==> src/rtl/dpsem_pkg.sv <==
package dpsem_pkg;
   typedef enum logic [1:0] {
      OWN_NONE  = 2'd0,
      OWN_LEFT  = 2'd1,
      OWN_RIGHT = 2'd2
   } own_e;

   typedef struct packed {
      logic req;
      logic rel;
   } port_op_t;
endpackage

==> src/rtl/dpsem_port_dec.sv <==
module dpsem_port_dec #(
   parameter int NUM_FLAGS = 8,
   localparam int IDX_W = $clog2(NUM_FLAGS)
) (
   input  logic                 sel,
   input  logic                 wr,
   input  logic                 wdata,
   input  logic [IDX_W-1:0]     idx,
   output dpsem_pkg::port_op_t  op [NUM_FLAGS]
);
   logic active;
   assign active = sel & wr;

   for (genvar g = 0; g < NUM_FLAGS; g++) begin : g_dec
      logic hit;
      assign hit        = active && (idx == IDX_W'(g));
      assign op[g].req  = hit & ~wdata;
      assign op[g].rel  = hit &  wdata;
   end
endmodule

==> src/rtl/dpsem_cell.sv <==
module dpsem_cell #(
   parameter bit TIE_LEFT = 1'b1
) (
   input  logic                clk,
   input  logic                rst_n,
   input  dpsem_pkg::port_op_t l_op,
   input  dpsem_pkg::port_op_t r_op,
   output logic                own_l,
   output logic                own_r,
   output logic                pend_l,
   output logic                pend_r
);
   import dpsem_pkg::*;

   own_e own_q, own_d;
   logic pl_q, pl_d, pr_q, pr_d;
   logic tie_to_left;

   if (TIE_LEFT) begin : g_tie_l
      assign tie_to_left = l_op.req;
   end else begin : g_tie_r
      assign tie_to_left = l_op.req & ~r_op.req;
   end

   always_comb begin
      own_d = own_q;
      pl_d  = pl_q;
      pr_d  = pr_q;
      unique case (own_q)
         OWN_NONE: begin
            pl_d = 1'b0;
            pr_d = 1'b0;
            if (tie_to_left) begin
               own_d = OWN_LEFT;
               pr_d  = r_op.req;
            end else if (r_op.req) begin
               own_d = OWN_RIGHT;
               pl_d  = l_op.req;
            end
         end
         OWN_LEFT: begin
            pl_d = 1'b0;
            if (r_op.rel) pr_d = 1'b0;
            if (r_op.req) pr_d = 1'b1;
            if (l_op.rel) begin
               if (pr_d) begin
                  own_d = OWN_RIGHT;
                  pr_d  = 1'b0;
               end else begin
                  own_d = OWN_NONE;
               end
            end
         end
         OWN_RIGHT: begin
            pr_d = 1'b0;
            if (l_op.rel) pl_d = 1'b0;
            if (l_op.req) pl_d = 1'b1;
            if (r_op.rel) begin
               if (pl_d) begin
                  own_d = OWN_LEFT;
                  pl_d  = 1'b0;
               end else begin
                  own_d = OWN_NONE;
               end
            end
         end
         default: begin
            own_d = OWN_NONE;
            pl_d  = 1'b0;
            pr_d  = 1'b0;
         end
      endcase
   end

   always_ff @(posedge clk) begin
      if (!rst_n) begin
         own_q <= OWN_NONE;
         pl_q  <= 1'b0;
         pr_q  <= 1'b0;
      end else begin
         own_q <= own_d;
         pl_q  <= pl_d;
         pr_q  <= pr_d;
      end
   end

   assign own_l  = (own_q == OWN_LEFT);
   assign own_r  = (own_q == OWN_RIGHT);
   assign pend_l = pl_q;
   assign pend_r = pr_q;
endmodule

==> src/rtl/dpsem_rd_mux.sv <==
module dpsem_rd_mux #(
   parameter int NUM_FLAGS = 8,
   localparam int IDX_W = $clog2(NUM_FLAGS)
) (
   input  logic                 sel,
   input  logic [IDX_W-1:0]     idx,
   input  logic [NUM_FLAGS-1:0] own,
   output logic                 rdata
);
   assign rdata = sel ? ~own[idx] : 1'b1;
endmodule

==> src/rtl/dpsem_bank.sv <==
module dpsem_bank #(
   parameter int NUM_FLAGS = 8,
   parameter bit TIE_LEFT  = 1'b1,
   localparam int IDX_W = $clog2(NUM_FLAGS)
) (
   input  logic             clk,
   input  logic             rst_n,
   input  logic             l_mem_en,
   input  logic             l_sem_sel,
   input  logic [IDX_W-1:0] l_idx,
   input  logic             l_wr,
   input  logic             l_wdata,
   output logic             l_rdata,
   output logic             l_standby,
   input  logic             r_mem_en,
   input  logic             r_sem_sel,
   input  logic [IDX_W-1:0] r_idx,
   input  logic             r_wr,
   input  logic             r_wdata,
   output logic             r_rdata,
   output logic             r_standby
);
   import dpsem_pkg::*;

   if (NUM_FLAGS < 2) begin : g_bad_count
      $error("dpsem_bank: NUM_FLAGS must be at least 2");
   end
   if ((1 << IDX_W) != NUM_FLAGS) begin : g_bad_pow2
      $error("dpsem_bank: NUM_FLAGS must be a power of two");
   end

   port_op_t             l_op [NUM_FLAGS];
   port_op_t             r_op [NUM_FLAGS];
   logic [NUM_FLAGS-1:0] own_l, own_r, pend_l, pend_r;

   dpsem_port_dec #(.NUM_FLAGS(NUM_FLAGS)) i_dec_l (
      .sel(l_sem_sel), .wr(l_wr), .wdata(l_wdata), .idx(l_idx), .op(l_op)
   );
   dpsem_port_dec #(.NUM_FLAGS(NUM_FLAGS)) i_dec_r (
      .sel(r_sem_sel), .wr(r_wr), .wdata(r_wdata), .idx(r_idx), .op(r_op)
   );

   for (genvar g = 0; g < NUM_FLAGS; g++) begin : g_cell
      dpsem_cell #(.TIE_LEFT(TIE_LEFT)) i_cell (
         .clk    (clk),
         .rst_n  (rst_n),
         .l_op   (l_op[g]),
         .r_op   (r_op[g]),
         .own_l  (own_l[g]),
         .own_r  (own_r[g]),
         .pend_l (pend_l[g]),
         .pend_r (pend_r[g])
      );
   end

   dpsem_rd_mux #(.NUM_FLAGS(NUM_FLAGS)) i_rd_l (
      .sel(l_sem_sel & ~l_wr), .idx(l_idx), .own(own_l), .rdata(l_rdata)
   );
   dpsem_rd_mux #(.NUM_FLAGS(NUM_FLAGS)) i_rd_r (
      .sel(r_sem_sel & ~r_wr), .idx(r_idx), .own(own_r), .rdata(r_rdata)
   );

   assign l_standby = ~(l_mem_en | l_sem_sel);
   assign r_standby = ~(r_mem_en | r_sem_sel);
endmodule

==> config.mk <==
export PLATFORM = sky130hd
export DESIGN_NAME = dpsem_bank
export DESIGN_NICKNAME = d
export VERILOG_FILES = /design/src/rtl/dpsem_pkg.sv /design/src/rtl/dpsem_port_dec.sv /design/src/rtl/dpsem_cell.sv /design/src/rtl/dpsem_rd_mux.sv /design/src/rtl/dpsem_bank.sv
export SDC_FILE = /design/constraint.sdc
export NUM_CORES = 1
export LEC_CHECK = 0
export BUFFER_PORTS_ARGS = -buffer_cell sky130_fd_sc_hd__buf_4
export CAP_MARGIN = 20
export CORE_UTILIZATION = 56
export CTS_BUF_LIST = sky130_fd_sc_hd__clkbuf_8
export DETAILED_ROUTE_END_ITERATION = 8
export PLACE_DENSITY = 0.78
export SLEW_MARGIN = 40
export SYNTH_ARGS = -nofsm -noshare
export SYNTH_HDL_FRONTEND = slang
export SYNTH_SLANG_ARGS = --single-unit
==> constraint.sdc <==
create_clock -name clk -period 1.4 [get_ports clk]
set_input_delay 0.21 -clock clk [delete_from_list [all_inputs] [get_ports clk]]
set_output_delay 0.21 -clock clk [all_outputs]
set_load 0.01 [all_outputs]
* Word level (Yosys, flattened, before mapping)
Cells that the tools add are included.
** Storage, ports and cells
- Register bits after elaboration :: 32
- Input bits :: 16
- Output and inout port bits :: 4
- Word-level logic and storage cells :: 311
** Cells by class
- Magnitude comparators :: 2
- Equal/unequal tests :: 54
- Multiplexer cells :: 134
- Bitwise operators :: 55
- Reduce and logical (&&, ||, !) cells :: 42
** Operator list (number)
- 2-to-1 mux 2 bit :: 40
- 2-to-1 mux 1 bit :: 76
- one-hot mux 2 bit (3 select lines) :: 8
- AND 1 bit :: 36
- != test 2 x 1 -> 1 bit, second input constant :: 16
- == test 3 bit, second input constant :: 8
- != test 3 x 1 -> 1 bit, second input constant :: 8
- AND reduction 3 bit :: 8
- OR reduction 3 bit :: 8
- inverter 1 bit :: 17
- == test 2 x 1 -> 1 bit, second input constant :: 8
- == test 2 bit, second input constant :: 8
- logical AND 1 bit :: 16
- zero test 2 bit :: 8
- one-hot mux 1 bit (2 select lines) :: 8
- == test 3 x 2 -> 1 bit, second input constant :: 4
- < comparator 3 x 4 -> 1 bit, second input constant :: 2
- binary-select mux 1 bit (select 3 bit) :: 2
- == test 3 x 1 -> 1 bit, second input constant :: 2
- zero test 3 bit :: 2
- OR 1 bit :: 2

* Depth between registers and ports, before layout
Gate-level depths: netlist (run 1).
- Depth in word-level cells :: 9
- Mapped depth :: 6
- Depth with buffers taken out :: 4

* Hierarchy
A second synthesis (run 1) with hierarchy kept.
** Unflattened totals
- Cell total of the unflattened synthesis :: 272
- Area, all modules :: 2239.6 µm²
** Modules (own cells, without submodules)
- dpsem_cell :: instances 8, cells each 26, area each 227.7 µm²
- dpsem_port_dec :: instances 2, cells each 23, area each 116.4 µm²
- dpsem_rd_mux :: instances 2, cells each 7, area each 75.1 µm²
- dpsem_bank :: instances 1, cells each 4, area each 35.0 µm²

* Worst setup path before layout (run 1)
Ideal clock, no wire load.
- Path type :: reg-to-output
- Start point :: register g_cell[4].i_cell.own_q[1]
- End point :: output l_rdata
- Data arrival time :: 1.335 ns
- Required time :: 1.190 ns
- Slack :: -0.145 ns
- Cell stages (with the launch flop) :: 6
- Path through :: dfxtp_1 > clkbuf_1 > nand2b_1 > mux4_2 > mux2i_1 > nand3b_1
** On the way
- Word-level cells in the longest chain between the ends :: 5
** RTL lines
- from (decl) :: RTL line dpsem_cell.sv:15 : own_e own_q, own_d;
- from (signal assigned) :: RTL line dpsem_cell.sv:81 : own_q <= own_d;
- == test 2 x 1 -> 1 bit :: RTL line dpsem_cell.sv:87 : assign own_l = (own_q == OWN_LEFT);
- binary-select mux 1 bit (select 3 bit) :: RTL line dpsem_rd_mux.sv:10 : assign rdata = sel ? ~own[idx] : 1'b1;
- 2-to-1 mux 1 bit (implied by the code) :: RTL line dpsem_rd_mux.sv:10
- inverter 1 bit :: RTL line dpsem_rd_mux.sv:10
- 2-to-1 mux 1 bit :: RTL line dpsem_rd_mux.sv:10
- to (decl) :: RTL line dpsem_bank.sv:13 : output logic l_rdata,
No other way between the ends. The select of a mux whose other input is x is not followed.

* Worst setup path after layout (run 1)
- Start point :: register g_cell[3].i_cell.own_q[1]
- End point :: output l_rdata
** On the way
- Word-level cells in the longest chain between the ends :: 5
** RTL lines (RTL line)
- from (decl) :: dpsem_cell.sv:15
- from (signal assigned) :: dpsem_cell.sv:81
- == test 2 x 1 -> 1 bit :: dpsem_cell.sv:87
- binary-select mux 1 bit (select 3 bit) :: dpsem_rd_mux.sv:10
- 2-to-1 mux 1 bit (implied by the code) :: dpsem_rd_mux.sv:10
- inverter 1 bit :: dpsem_rd_mux.sv:10
- 2-to-1 mux 1 bit :: dpsem_rd_mux.sv:10
No other way between the ends. The select of a mux whose other input is x is not followed.

==> metrics.txt, run 1 <==
result of the run=finished with violations; failing checks=negative setup slack; min-delay worst type=input port to flip-flop; antenna diode instance count=0; Rel. slew slack=67.5%; Total Routing Usage GR=about two fifths; capturing element type of the critical path=output port; sequential share of power=between 40 and 50%; signal arrival time at the worst endpoint=1590 ps; post-layout utilization of the core=approximately four fifths; total number of vias=~3000; Tcrit/Tclk final=129%; GRT Residual Overflow=0; area taken by flip-flops and latches=~650 sq um; cell leakage power=~0.0013 uW; Hold Fails Final Rpt=0; RSZ-0062 raised after global routing=yes; routability congestion estimate from global placement=about 0.94; FFs w/ async S/R, synth=0%; Post-synth EDFFs=0; HPWL after DPL=roughly 6000 microns; Fmax=555 MHz; post-route minimum period=1800 ps; share of final-layout standard cells stronger than drive strength 1=between 30% and 40%; Worst Hold Margin=~250 ps; setup-violating endpoint count in the final report=3; library cells used by synthesis=66; global-route wire length before repair=around 13000 microns; signed area change from the synthesized netlist to the final layout=37.6%; DRC violations left=0; required time worst endpoint=approximately 1200 ps; area occupied by multi-input gates=1700 sq um; setup slack on the worst flop-to-flop path=-30 ps; crit start category=flip-flop; switching pwr=about 700 uW; R2R cell count=5; CTS clock-pin slew for the worst setup and hold paths=~70 ps; via count of the first global-routing pass=approximately 2800; Peak VDD IR=around 0.0005 V; Placeable Area=4030 sq um; average size of a mapped cell=7.80 sq um; max-slew violation count=0; number of placement rows=23; combinational power share=around 26%; Crit Reg-Reg Startpoint=g_cell[7].i_cell.own_q[1]$_SDFFE_PN0P_; post-detailed-route via-to-cell ratio=between 6 and 7; pin count of the biggest net entering global routing=15; vertical die dimension=approximately 67 microns; worst slew pin tran=~480 ps; number of routed nets with antenna violations=0; timing endpoint of the critical path=l_rdata; total internal power=1590 uW; initial cell density of the core=roughly three fifths; clock sink total=32; total iterations of the first detailed-routing run=5; clock skew after layout=5.96 ps; main flop type after synthesis=sky130_fd_sc_hd__dfxtp_1; layout filler cell count=270; horizontal die dimension=~67 microns; number of antenna violations at the first check in global routing=0; PnR worst setup slack=-403 ps; Synth Net Count=between 300 and 400; clock buffers created by TritonCTS=5; source-to-sink clock delay at the later pin of the worst-skew pair=~300 ps; Post-Synthesis Cells=between 300 and 400; max-capacitance violation count=0; Die Footprint=around 4500 sq um; Post-Syn Area=2360 sq um; CP max FO=3; root cell of the clock tree=sky130_fd_sc_hd__clkbuf_8; FF+latch count, synth=32; part of the Yosys area used for sequential elements=27.1%; part of the power in the clock network=33.0%; CP startpoint=g_cell[3].i_cell.own_q[1]$_SDFFE_PN0P_; clock tree from TritonCTS=done; maximum level of the CTS H-tree=2; total power divided by cell area=roughly 700 nW/um^2; number of input and output port buffers inserted=19; Crit Path Class=flip-flop to output port; aggregate routed wire length=~8600 microns; starting DRC count in detailed routing=~470; Switching Fraction=30.5%; NumNets Final=400; worst reg2reg endpoint=g_cell[7].i_cell.own_q[1]$_SDFFE_PN0P_; number of top-level pins=20; Max Root-Sink Buffers=2; YS warnings=0; post-detailed-route wirelength per cell=19.7 microns
## synth_stat cells (4+ instances only)
| cell | number | area [sq um] |
|---|---|---|
| sky130_fd_sc_hd__a211oi_1 | 7 | 52.6 |
| sky130_fd_sc_hd__a21oi_1 | 18 | 90.1 |
| sky130_fd_sc_hd__a31oi_1 | 7 | 43.8 |
| sky130_fd_sc_hd__buf_2 | 6 | 30.0 |
| sky130_fd_sc_hd__clkbuf_1 | 6 | 22.5 |
| sky130_fd_sc_hd__dfxtp_1 | 32 | 641 |
| sky130_fd_sc_hd__inv_1 | 8 | 30.0 |
| sky130_fd_sc_hd__nand2_1 | 16 | 60.1 |
| sky130_fd_sc_hd__nand2b_1 | 21 | 131 |
| sky130_fd_sc_hd__nand3_1 | 5 | 25.0 |
| sky130_fd_sc_hd__nand3b_1 | 4 | 30.0 |
| sky130_fd_sc_hd__nand4_1 | 6 | 37.5 |
| sky130_fd_sc_hd__nor2_1 | 24 | 90.1 |
| sky130_fd_sc_hd__nor2b_1 | 5 | 31.3 |
| sky130_fd_sc_hd__nor3_1 | 17 | 85.1 |
| sky130_fd_sc_hd__o211ai_1 | 5 | 37.5 |
| sky130_fd_sc_hd__o21a_1 | 8 | 60.1 |
| sky130_fd_sc_hd__o21ai_0 | 18 | 90.1 |
| sky130_fd_sc_hd__o21bai_1 | 4 | 30.0 |
| sky130_fd_sc_hd__or2_2 | 5 | 31.3 |
## repair_timing
action,4_1_cts,5_1_grt
hold buffers,0,0
pin swaps,4,4
setup buffers,1,0
endpoints found under the setup margin,3,6
gates resized for setup,16,11
## critical path, stage by stage (launching register included)
cell and delay [ps]:
sky130_fd_sc_hd__dfxtp_1 320, sky130_fd_sc_hd__nand2b_4 150, sky130_fd_sc_hd__mux4_2 440, sky130_fd_sc_hd__mux2i_1 150, sky130_fd_sc_hd__nand3b_1 90, sky130_fd_sc_hd__buf_4 140
## power by group through the flow
stage               sequential, uW  clock (uW)  combinational [uW]
detailed placement             961           0                 502
global placement               960           0                 493
finish                         944         755                 587
global route                   946         794                 614
CTS                            943         768                 529
floorplan                      970           0                 268
## placed cells by master (no fill, tap or decap), types with 3 or more instances in the layout
| master | n |
|---|---|
| sky130_fd_sc_hd__buf_4 | 91 |
| sky130_fd_sc_hd__nor2_1 | 24 |
| sky130_fd_sc_hd__dfxtp_1 | 23 |
| sky130_fd_sc_hd__a21oi_1 | 18 |
| sky130_fd_sc_hd__nor3_1 | 17 |
| sky130_fd_sc_hd__nand2_1 | 16 |
| sky130_fd_sc_hd__o21ai_0 | 16 |
| sky130_fd_sc_hd__nand2b_1 | 13 |
| sky130_fd_sc_hd__inv_1 | 9 |
| sky130_fd_sc_hd__dfxtp_2 | 9 |
| sky130_fd_sc_hd__nand2b_4 | 8 |
| sky130_fd_sc_hd__o21a_1 | 8 |
| sky130_fd_sc_hd__a31oi_1 | 7 |
| sky130_fd_sc_hd__nand4_1 | 6 |
| sky130_fd_sc_hd__clkbuf_8 | 6 |
| sky130_fd_sc_hd__o211ai_1 | 5 |
| sky130_fd_sc_hd__nor2b_1 | 5 |
| sky130_fd_sc_hd__nand3_1 | 5 |
| sky130_fd_sc_hd__or2_2 | 5 |
| sky130_fd_sc_hd__a211oi_1 | 5 |
| sky130_fd_sc_hd__nand3b_1 | 4 |
| sky130_fd_sc_hd__o21bai_1 | 4 |
| sky130_fd_sc_hd__o311a_1 | 3 |
| sky130_fd_sc_hd__nor3b_1 | 3 |
| sky130_fd_sc_hd__a311oi_1 | 3 |
| sky130_fd_sc_hd__a211oi_2 | 3 |
| sky130_fd_sc_hd__o31ai_1 | 3 |
| sky130_fd_sc_hd__or2_1 | 3 |
| sky130_fd_sc_hd__nor4_1 | 3 |
| sky130_fd_sc_hd__nand4b_1 | 3 |
| sky130_fd_sc_hd__and2_1 | 3 |
| sky130_fd_sc_hd__a21o_1 | 3 |
## kinds of logic (layout without fill, tap and decap cells)
kind of cell,after synthesis,after routing,synth area share [%]
mux,3,3,2.33
simple gates,132,132,31.8
flops,32,32,27.1
buf+inv,27,109,5.72
compound gates,108,108,32.7
xor+xnor,1,1,0.371
## per-stage QoR
stage / setup slack (ps) / instances / total power [uW] / area [sq um] / setup TNS, ps
after floorplan: -71.4 / 303 / 1240 / 2410 / -106
after global placement: -169 / 426 / 1450 / 3050 / -1050
after detailed placement: -143 / 426 / 1460 / 3050 / -1380
after CTS: -409 / 435 / 2240 / 3210 / -741
after global routing: -466 / 435 / 2350 / 3250 / -916
final: -403 / 435 / 2290 / 3250 / -802
## registers in the layout, indices dropped and copies added, names as in the netlist
signal                cells
g_cell.i_cell.pend_r      8
g_cell.i_cell.own_q      16
g_cell.i_cell.pend_l      8
## routing by layer
layer | up-vias | part of all wire, % | global-route usage (%)
met4 | 0 | 4.9 | 25.3
li1 | 1335 | - | -
met3 | 48 | 11 | 12.7
met5 | - | 0 | 0
met1 | 1358 | 38 | 46.7
met2 | 211 | 46 | 63.8
## worst min-delay path by stage
| stage | start | end | cells past startpoint |
|---|---|---|---|
| floorplan | rst_n | g_cell[4].i_cell.pend_l$_SDFF_PP0_ | 2 |
| global placement | g_cell[7].i_cell.pend_l$_SDFF_PP0_ | g_cell[7].i_cell.pend_l$_SDFF_PP0_ | 2 |
| detailed placement | g_cell[7].i_cell.pend_l$_SDFF_PP0_ | g_cell[7].i_cell.pend_l$_SDFF_PP0_ | 2 |
| CTS | rst_n | g_cell[7].i_cell.own_q[0]$_SDFFE_PN0P_ | 3 |
| global route | rst_n | g_cell[3].i_cell.own_q[0]$_SDFFE_PN0P_ | 3 |
| finish | rst_n | g_cell[3].i_cell.own_q[0]$_SDFFE_PN0P_ | 3 |
## cell type report
cell class                 instances  area share (%)
inverter                           8           0.923
tap                               50            1.92
clock buffer                       6            2.54
timing repair buffer              93            22.0
clock inverter                     2           0.231
sequential                        32            20.0
multi-input combinational        244            52.4
No activity file was read; power rests on OpenSTA's default activity.
==> run 2: changes to the inputs <==
MAX_ROUTING_LAYER = met4   (was unset)
==> metrics.txt, run 2 (synthesis gave the netlist of run 1 again) <==
result of the run=finished with violations; failing checks=negative setup slack; Placeable Area=~4000 sq um; most common cell after layout, fill and taps aside=sky130_fd_sc_hd__buf_4; post-detailed-route wirelength per cell=a little under 20 microns; Fmax=546 MHz; clock skew after layout=~4.4 ps; number of top-level pins=20; maximum level of the CTS H-tree=2; worst slew pin tran=~430 ps; pin count of the biggest net entering global routing=18; cell leakage power=~0.0013 uW; total number of vias=2987; Peak VDD IR=~0.0006 V; max-capacitance violation count=0; Tcrit/Tclk final=131%; post-detailed-route via-to-cell ratio=between 6 and 7; setup-violating endpoint count in the final report=2; number of routed nets with antenna violations=0; signed area change from the synthesized netlist to the final layout=39.2%; number of input and output port buffers inserted=19; setup slack on the worst flop-to-flop path=around 10 ps; Max Root-Sink Buffers=2; source-to-sink clock delay at the later pin of the worst-skew pair=between 200 and 300 ps; Crit Path Class=flip-flop to output port; placed standard-cell area=between 3000 and 4000 sq um; initial cell density of the core=58.7%; required time worst endpoint=about 1200 ps; flip-flop count of the largest register after layout=16; post-layout utilization of the core=approximately four fifths; most flop-heavy register=g_cell.i_cell.own_q; routability congestion estimate from global placement=~0.96; aggregate routed wire length=about 8600 microns; area taken by flip-flops and latches=657 sq um; root cell of the clock tree=sky130_fd_sc_hd__clkbuf_8; RSZ-0062 raised after global routing=yes; total iterations of the first detailed-routing run=5; number of placement rows=23; antenna diode instance count=0; max-slew violation count=0; CTS clock-pin slew for the worst setup and hold paths=roughly 70 ps; clock buffers created by TritonCTS=5; Hold Fails Final Rpt=0; clock tree from TritonCTS=done; Rel. slew slack=71.0%; layout filler cell count=258; HPWL after DPL=roughly 6000 microns; Die Footprint=between 4000 and 5000 sq um; min-delay worst type=input port to flip-flop; GRT Residual Overflow=0; Worst Hold Margin=286 ps; via count of the first global-routing pass=just under 3000; hold-fix buffers at CTS=0; global-route wire length before repair=13500 microns; PnR worst setup slack=-430 ps; starting DRC count in detailed routing=between 300 and 400; horizontal die dimension=about 67 microns; CP max FO=2; vertical die dimension=between 60 and 70 microns; total power divided by cell area=~700 nW/um^2; capturing element type of the critical path=output port; area occupied by multi-input gates=around 1700 sq um; NumNets Final=about 400; share of final-layout standard cells stronger than drive strength 1=roughly two fifths; crit start category=flip-flop; top library cells by usage in the layout, fill and taps aside=sky130_fd_sc_hd__buf_4, sky130_fd_sc_hd__nor2_1, sky130_fd_sc_hd__dfxtp_1; post-route minimum period=roughly 1800 ps; clock sink total=32; DRC violations left=0; Total Routing Usage GR=a little over two fifths; number of antenna violations at the first check in global routing=0; signal arrival time at the worst endpoint=~1600 ps; post-route cell area=roughly 3300 sq um
[run 2: cell count changes in the layout (fill, tap and decap cells not counted), moves of 2 or more]
cell | previous run | this run
sky130_fd_sc_hd__buf_4 | 91 | 93
sky130_fd_sc_hd__dfxtp_1 | 23 | 21
sky130_fd_sc_hd__nand2b_1 | 13 | 11
sky130_fd_sc_hd__nand2b_4 | 8 | 10
[run 2: critical path, stage by stage, from the launching register on]
cell and delay [ps]:
sky130_fd_sc_hd__dfxtp_2 330, sky130_fd_sc_hd__nand2b_4 130, sky130_fd_sc_hd__mux4_2 450, sky130_fd_sc_hd__mux2i_1 160, sky130_fd_sc_hd__nand3b_1 100, sky130_fd_sc_hd__buf_4 150
[run 2: final cells by class]
cell class,count,area share (%)
multi-input combinational,244,52.3
clock buffer,6,2.51
clock inverter,2,0.228
timing repair buffer,95,22.2
inverter,8,0.913
tap,50,1.90
sequential,32,20.0
[run 2: path summary, 6_finish.rpt]
kind,start,to,cells after the start
setup / recovery,g_cell[7].i_cell.own_q[1]$_SDFFE_PN0P_,l_rdata,5
hold / removal,l_idx[1],g_cell[7].i_cell.pend_r$_SDFF_PN0_,3
setup reg to reg,g_cell[7].i_cell.own_q[0]$_SDFFE_PN0P_,g_cell[7].i_cell.own_q[1]$_SDFFE_PN0P_,4
hold reg to reg,g_cell[7].i_cell.pend_l$_SDFF_PP0_,g_cell[7].i_cell.pend_l$_SDFF_PP0_,2
[run 2: layer usage]
layer / GRT usage [%] / routed length [microns] / vias to the layer above / part of all wire (%)
li1: - / - / 1329 / -
met1: 46.8 / 3340 / 1389 / 39
met2: 69.7 / 4090 / 217 / 47
met3: 8.90 / 803 / 52 / 9.3
met4: 24.5 / 404 / 0 / 4.7
met5: - / 0 / - / 0
[run 2: timing repair]
item	in CTS	in global routing
gates resized for setup	23	10
pin swaps	6	7
setup endpoints to repair	4	8
buffers inserted	4	0
[run 2: stage by stage]
stage | total power [uW] | worst slack [ps] | setup TNS [ps] | instances
6_report | 2300 | -430 | -767 | 437
5_1_grt | 2370 | -489 | -856 | 437
4_1_cts | 2250 | -423 | -744 | 438
3_5_place_dp | 1470 | -224 | -1970 | 426
3_3_place_gp | 1450 | -156 | -1150 | 426
2_1_floorplan | 1240 | -71.4 | -106 | 303
[run 2: where the power goes]
| group | switching, uW | internal, uW |
|---|---|---|
| clock network | 371 | 387 |
| registers | 14.6 | 931 |
| logic | 318 | 276 |
| total | 703 | 1590 |
==> run 3: changes to the inputs <==
ABC_AREA = 1   (was unset)
==> metrics.txt, run 3 <==
result of the run=finished with violations; failing checks=negative setup slack; GRT Residual Overflow=0; most flop-heavy register=g_cell.i_cell.own_q; pin count of the biggest net entering global routing=21; Post-Synthesis Cells=395; RSZ-0062 raised after global routing=yes; clock skew after layout=between 6 and 7 ps; signal arrival time at the worst endpoint=around 1400 ps; initial cell density of the core=a little under 60%; most common library cells after synthesis=sky130_fd_sc_hd__nand2_1, sky130_fd_sc_hd__nor2_1, sky130_fd_sc_hd__nand3_1; post-detailed-route wirelength per cell=about 13 microns; HPWL after DPL=roughly 4600 microns; vertical die dimension=~67 microns; flip-flop count of the largest register after layout=16; maximum level of the CTS H-tree=2; total iterations of the first detailed-routing run=5; largest cells by area after synthesis=sky130_fd_sc_hd__dfxtp_1, sky130_fd_sc_hd__nand2_1, sky130_fd_sc_hd__nor2_1; Max Root-Sink Buffers=2; total placed cells including tap cells=roughly 470; Yosys top cell by area=sky130_fd_sc_hd__dfxtp_1; CTS clock-pin slew for the worst setup and hold paths=70 ps; number of top-level pins=20; clock sink total=32; number of input and output port buffers inserted=19; total power divided by cell area=about 1600 nW/um^2; required time worst endpoint=around 1200 ps; NumNets Final=446; routability congestion estimate from global placement=about 0.85; Hold Fails Final Rpt=0; Synth Net Count=a little over 400; Placeable Area=about 4000 sq um; FF+latch count, synth=32; capturing element type of the critical path=output port; post-route cell area=approximately 2800 sq um; post-layout utilization of the core=between 60% and 70%; post-route minimum period=1590 ps; top-count cell post-synth=sky130_fd_sc_hd__nand2_1; starting DRC count in detailed routing=roughly 130; Fmax=629 MHz; share of final-layout standard cells stronger than drive strength 1=a little over a fifth; Total Routing Usage GR=a little under a third; number of routed nets with antenna violations=0; part of the Yosys area used for sequential elements=a little over a quarter; Die Footprint=between 4000 and 5000 sq um; worst slew pin tran=between 500 and 600 ps; main flop type after synthesis=sky130_fd_sc_hd__dfxtp_1; Post-Syn Area=around 2300 sq um; YS warnings=0; area occupied by multi-input gates=between 1500 and 2000 sq um; CP max FO=3; PnR worst setup slack=-189 ps; global-route wire length before repair=between 9000 and 10000 microns; max-capacitance violation count=0; signed area change from the synthesized netlist to the final layout=18.3%; post-detailed-route via-to-cell ratio=approximately 5.5; total number of vias=~2600; Rel. slew slack=64.2%; Peak VDD IR=~0.0011 V; Crit Path Class=flip-flop to output port; Tot Pwr=about 4300 uW; aggregate routed wire length=6270 microns; Post-synth EDFFs=0; root cell of the clock tree=sky130_fd_sc_hd__clkbuf_8; number of antenna violations at the first check in global routing=0; min-delay worst type=input port to flip-flop; average size of a mapped cell=about 5.9 sq um; number of placement rows=23; max-slew violation count=0; Tcrit/Tclk final=113%; source-to-sink clock delay at the later pin of the worst-skew pair=between 200 and 300 ps; most common cell after layout, fill and taps aside=sky130_fd_sc_hd__nand2_1; library cells used by synthesis=28; layout filler cell count=between 300 and 400; setup-violating endpoint count in the final report=2; horizontal die dimension=66.8 microns; antenna diode instance count=0; share of Yosys cell area claimed by the top area cell type=about 27%; area taken by flip-flops and latches=around 650 sq um; top library cells by usage in the layout, fill and taps aside=sky130_fd_sc_hd__nand2_1, sky130_fd_sc_hd__nor2_1, sky130_fd_sc_hd__nand3_1; DRC violations left=0; FFs w/ async S/R, synth=0%; clock buffers created by TritonCTS=5; cell leakage power=0.00137 uW; crit start category=flip-flop; placed standard-cell area=2590 sq um; via count of the first global-routing pass=2386; post-route insts no fill=approximately 480; clock tree from TritonCTS=done
[run 3: changes by cell type after synthesis, sizes merged, moves of 7 or more]
cell | previous run | this run
nand2 | 16 | 112
nor2 | 24 | 93
nand3 | 6 | 66
inv | 8 | 38
nand2b | 21 | 0
nor3 | 19 | 2
o21ai | 19 | 11
a211oi | 8 | 1
a21oi | 18 | 11
a31oi | 7 | 0
buf | 13 | 6
o21a | 8 | 1
[run 3: cells by family after synthesis]
logic type / Yosys count / synth area share [%]
AO/OA/AOI/OAI: 31 / 7.61
buffers and inverters: 47 / 9.42
flip-flops: 32 / 27.3
AND/OR/NAND/NOR: 285 / 55.7
[run 3: final cells by class]
type                            instances  area share, %
Timing Repair Buffer                   36           9.99
Clock inverter                          2          0.270
Inverter                               39           5.36
Tap cell                               50           2.25
Clock buffer                            6           2.97
Multi-Input combinational cell        316           55.6
Sequential cell                        32           23.5
[run 3: path summary, 6_finish.rpt]
path / startpoint / endpoint / slack (ps) / cells past startpoint
worst max register to register: g_cell[2].i_cell.own_q[0]$_SDFFE_PN0P_ / g_cell[2].i_cell.pend_r$_SDFF_PN0_ / 100 / 5
worst min register to register: g_cell[1].i_cell.pend_l$_SDFF_PP0_ / g_cell[1].i_cell.pend_l$_SDFF_PP0_ / 480 / 2
worst min-delay path: r_idx[2] / g_cell[2].i_cell.pend_l$_SDFF_PP0_ / 370 / 5
worst max-delay path: g_cell[7].i_cell.own_q[1]$_SDFFE_PN0P_ / r_rdata / -190 / 8
[run 3: critical path, cell delays in order, from the launching register on]
cell                        delay [ps]
sky130_fd_sc_hd__dfxtp_4           380
sky130_fd_sc_hd__inv_4              40
sky130_fd_sc_hd__nor2_4            110
sky130_fd_sc_hd__nor2_2             50
sky130_fd_sc_hd__nor2_1            130
sky130_fd_sc_hd__o2111ai_1         110
sky130_fd_sc_hd__nand2_1            80
sky130_fd_sc_hd__nand2_1            60
sky130_fd_sc_hd__buf_6             120
[run 3: repair_timing]
action | in CTS | in global routing
setup endpoints to repair | 2 | 2
hold buffers | 0 | 0
buffers inserted | 2 | 0
pin swaps | 7 | 14
resized for setup | 17 | 22
[run 3: per-layer routing]
metal | wire [microns] | track usage (%) | vias to the layer above
met5 | 0 | - | -
met4 | 129 | 12.5 | 0
met3 | 386 | 6.16 | 16
met2 | 3020 | 52.4 | 111
met1 | 2730 | 35.2 | 1167
li1 | - | - | 1344
[run 3: power breakdown]
| part | switching (uW) | internal, uW |
|---|---|---|
| clock network | 367 | 387 |
| logic | 1410 | 848 |
| registers | 188 | 1130 |
| total | 1960 | 2360 |
[run 3: stage by stage]
step | setup slack, ps | setup TNS [ps] | hold slack, ps
3_5_place_dp | -10.6 | -13.7 | 468
4_1_cts | -189 | -350 | 368
2_1_floorplan | 234 | 0 | 371
3_3_place_gp | 35.6 | 0 | 457
6_report | -189 | -361 | 366
5_1_grt | -253 | -506 | 399
